$ cat config.mk
export PLATFORM = sky130hd
export DESIGN_NAME = cmp_branch_unit
export DESIGN_NICKNAME = d
export VERILOG_FILES = /design/src/rtl/cmp_branch_unit.sv
export SDC_FILE = /design/constraint.sdc
export NUM_CORES = 1
export LEC_CHECK = 0
export BUFFER_PORTS_ARGS = -buffer_cell sky130_fd_sc_hd__buf_2
export CAP_MARGIN = 20
export CORE_MARGIN = 5
export CORE_UTILIZATION = 40
export DETAILED_ROUTE_END_ITERATION = 8
export GPL_ROUTABILITY_DRIVEN = 0
export HOLD_SLACK_MARGIN = 0.02
export MAX_ROUTING_LAYER = met4
export PLACE_DENSITY = 0.76
export SETUP_SLACK_MARGIN = 0.02
export SKIP_CTS_REPAIR_TIMING = 1
export SYNTH_ARGS = -nofsm -noshare
export SYNTH_HDL_FRONTEND = slang
export SYNTH_SLANG_ARGS = --single-unit
export TNS_END_PERCENT = 50
$ cat constraint.sdc
create_clock -name clk -period 8.2 [get_ports clk]
set_input_delay 2.05 -clock clk [delete_from_list [all_inputs] [get_ports clk]]
set_output_delay 2.05 -clock clk [all_outputs]
set_load 0.02 [all_outputs]
$ cat src/rtl/cmp_branch_unit.sv
module cmp_branch_unit #(
  parameter int DATA_W = 32,
  parameter int OFS_W  = 16
) (
  input  logic              clk,
  input  logic              rst_n,
  input  logic              cmp_valid,
  input  logic [DATA_W-1:0] cmp_a,
  input  logic [DATA_W-1:0] cmp_b,
  input  logic              jmp_valid,
  input  logic [2:0]        jmp_cond,
  input  logic [DATA_W-1:0] jmp_base,
  input  logic [OFS_W-1:0]  jmp_ofs,
  output logic              jmp_taken,
  output logic [DATA_W-1:0] jmp_target
);
  localparam int EXT_W = DATA_W - OFS_W;

  logic eq_q, gt_q, lt_q;
  logic hit;

  always_ff @(posedge clk or negedge rst_n) begin
    if (!rst_n) begin
      eq_q <= 1'b0;
      gt_q <= 1'b0;
      lt_q <= 1'b0;
    end else if (cmp_valid) begin
      eq_q <= (cmp_a == cmp_b);
      gt_q <= ($signed(cmp_a) > $signed(cmp_b));
      lt_q <= ($signed(cmp_a) < $signed(cmp_b));
    end
  end

  always_comb begin
    case (jmp_cond)
      3'd0:    hit = 1'b1;
      3'd1:    hit = eq_q;
      3'd2:    hit = !eq_q;
      3'd3:    hit = gt_q;
      3'd4:    hit = gt_q | eq_q;
      3'd5:    hit = lt_q;
      3'd6:    hit = lt_q | eq_q;
      default: hit = 1'b0;
    endcase
  end

  assign jmp_taken  = jmp_valid & hit;
  assign jmp_target = jmp_base + {{EXT_W{jmp_ofs[OFS_W-1]}}, jmp_ofs};

  p_hold_r2: assert property (@(posedge clk) disable iff (!rst_n)
    !cmp_valid |=> $stable({eq_q, gt_q, lt_q}));

  p_one_flag_r1: assert property (@(posedge clk) disable iff (!rst_n)
    cmp_valid |=> $onehot({eq_q, gt_q, lt_q}));

  p_never_r6: assert property (@(posedge clk) disable iff (!rst_n)
    (jmp_cond == 3'd7) |-> !jmp_taken);

  p_gate_r9: assert property (@(posedge clk) disable iff (!rst_n)
    !jmp_valid |-> !jmp_taken);

  p_always_r4: assert property (@(posedge clk) disable iff (!rst_n)
    (jmp_valid && jmp_cond == 3'd0) |-> jmp_taken);

  p_abs_r8: assert property (@(posedge clk) disable iff (!rst_n)
    (jmp_base == '0) |-> (jmp_target[OFS_W-1:0] == jmp_ofs));
endmodule

==> metrics.yaml <==
outcome: "finished, final reports clean"
maxSlewViolCount: 0
post-route-period-util_pct: 82.1
syn_to_final_growth_pct: 33.6
synthTopCellsByArea: "ha_1, a21oi_1, xnor2_1, inv_1, a21o_1"
antenna_found_initial: 0
cap_viol_max_count: 0
grt_pass1_wl_microns: 13000
routedWlPerCell_microns: 13.3
grt_usage_pct: 18.3
critical_path_required_ps: 6150
worst_slack_ps: 1470
vdd_drop_max_uv: 69.4
drt_iter0_drc: 111
firstDrtPassIters: 4
arrival_ps: 4680
syn_nets: 547
met1_usage_pct: 21.2
pre_cts_ws_ps: 1520
crit_type: "input pin to output pin"
max_freq_mhz: 148
netlist_area_sq_um: 2630
synth_common_cells: "ha_1, a21oi_1, inv_1, nor2_1"
n_antenna_cell: 0
start_util_pct: 41.3
remaining_drc_errors: 0
synth_area_per_cell_sq_um: 7.21
grt-ovfl-total: 0
clockRootBuffer: "clkbuf_8"
ios: 152
synthCells: 364
met3_usage_pct: 2.31
yosysTopAreaCell: "ha_1"
crit_fanout: 3
grt_pass1_vias: 3165
synth.distinct_cells: 48
htree_num_levels: 1
yosysWarnings: 0
leakage_uw: 0.00200
clkTransAtPathRegs_ps: 30
synth_seq_area_share_pct: 2.86
relSlewSlack_pct: 53.2
finClkSkew_ps: 0
worst_pin_slew_ps: 698
p_per_area_nw_per_um2: 101
grt_max_degree: 18
synth-edff-count: 0
grt-busiest-layer: "met2"
cp-end-kind: "output pin"
cts_sinks: 3
insertion_delay_ps: 210
power_uw: 355
nets: 699
viasPerCell: 5.37
rsz0062_at_grt: "no"
die_area_sq_um: 8280
ys_ff_latch: 3
die_x_microns: 91.0
drtAntennaViolNets: 0
drive_gt1_share_pct: 31.3
hold_class: "register to register"
holdPathStages: 2
synth_top_flop_cell: "dfrtp_1"
dpl.hpwl_microns: 7020
vias: 3177
finalSetupTns_ps: 0
synth_top_area_share_pct: 30.0
reg2reg_depth: 3
num_rows: 29
routed_wl_microns: 7900
chipHeight_microns: 91.0
hold_violations: 0
core_sq_um: 6350
portBuffers: 151
cts_tree: "built"
cts_buffer_depth: 2
cp-start-kind: "input pin"
synthArstFlopShare_pct: 100
setup_violations: 0
yosysMostFrequentCell: "ha_1"
numCtsBuffers: 3
grt_util_met2_pct: 32.6
min_period_ps: 6730
==> layout by cell type, fill, tap and decap left out, types with 5 or more instances in the layout <==
cell type / count
ha_1: 63
nor2b_1: 5
nand2_1: 20
inv_1: 42
buf_2: 151
a211oi_1: 9
o21ai_0: 11
a21o_1: 20
xnor2_1: 19
nor2_1: 23
nand3_1: 9
o21ai_1: 11
xor2_1: 13
nand4_1: 8
a21oi_1: 44
a31oi_1: 8
o21bai_1: 5
nor3_1: 5
==> kinds of logic (layout without fill, tap and decap cells) <==
group	Yosys count	after routing	share of synthesized area (%)
AO/OA/AOI/OAI	129	129	31.6
AND/OR/NAND/NOR	88	88	16.8
adder cells (fa/ha/maj)	64	64	30.8
buffers and inverters	46	197	6.58
XOR/XNOR	32	32	10.7
flip-flops	3	3	2.86
multiplexers	2	2	0.763
==> report_power, final <==
group | switching (uW) | internal [uW]
registers | 1.06 | 17.2
clock network | 8.84 | 33.1
logic | 171 | 124
==> area by class of cell <==
type,count,area [sq um]
Timing Repair Buffer,151,756
Multi-Input combinational cell,315,2380
Fill cell,627,2840
Sequential cell,3,75.1
Tap cell,77,96.3
Inverter,42,158
Clock buffer,4,45.0
==> per-stage QoR <==
stage	std cells	utilization [%]	cell area, sq um	hold WS, ps
finish	592	55.2	3510	550
global route	592	55.2	3510	601
CTS	592	55.2	3510	559
detailed placement	588	54.5	3460	552
global placement	588	54.5	3460	530
floorplan	364	-	2630	506
==> sequential cells by signal, indices dropped and copies added, names as in the netlist <==
register	count
eq_q	1
gt_q	1
lt_q	1
==> critical path: stages <==
cell and delay, ps:
buf_2 100, ha_1 220, fa_1 420, a21oi_1 200, o21ai_1 130, a211oi_1 470, o211ai_2 200, a31oi_1 410
o41ai_1 160, xor2_1 150, buf_2 180
==> final timing paths <==
| path | slack, ps | startpoint | to |
|---|---|---|---|
| max in group asynchronous | 6460 | rst_n | lt_q$_DFFE_PN0P_ |
| worst min register to register | 550 | lt_q$_DFFE_PN0P_ | lt_q$_DFFE_PN0P_ |
| worst min-delay path | 550 | lt_q$_DFFE_PN0P_ | lt_q$_DFFE_PN0P_ |
| worst max-delay path | 1470 | jmp_base[0] | jmp_target[30] |
| min in group asynchronous | 1630 | rst_n | eq_q$_DFFE_PN0P_ |
| worst max register to register | 7440 | gt_q$_DFFE_PN0P_ | gt_q$_DFFE_PN0P_ |
==> metal layers <==
| layer | routed length [microns] | part of all wire, % |
|---|---|---|
| met5 | 0 | 0 |
| met4 | 158 | 2.0 |
| met3 | 440 | 5.6 |
| met2 | 3930 | 50 |
| met1 | 3370 | 43 |
(Power assumes the default switching activity.)
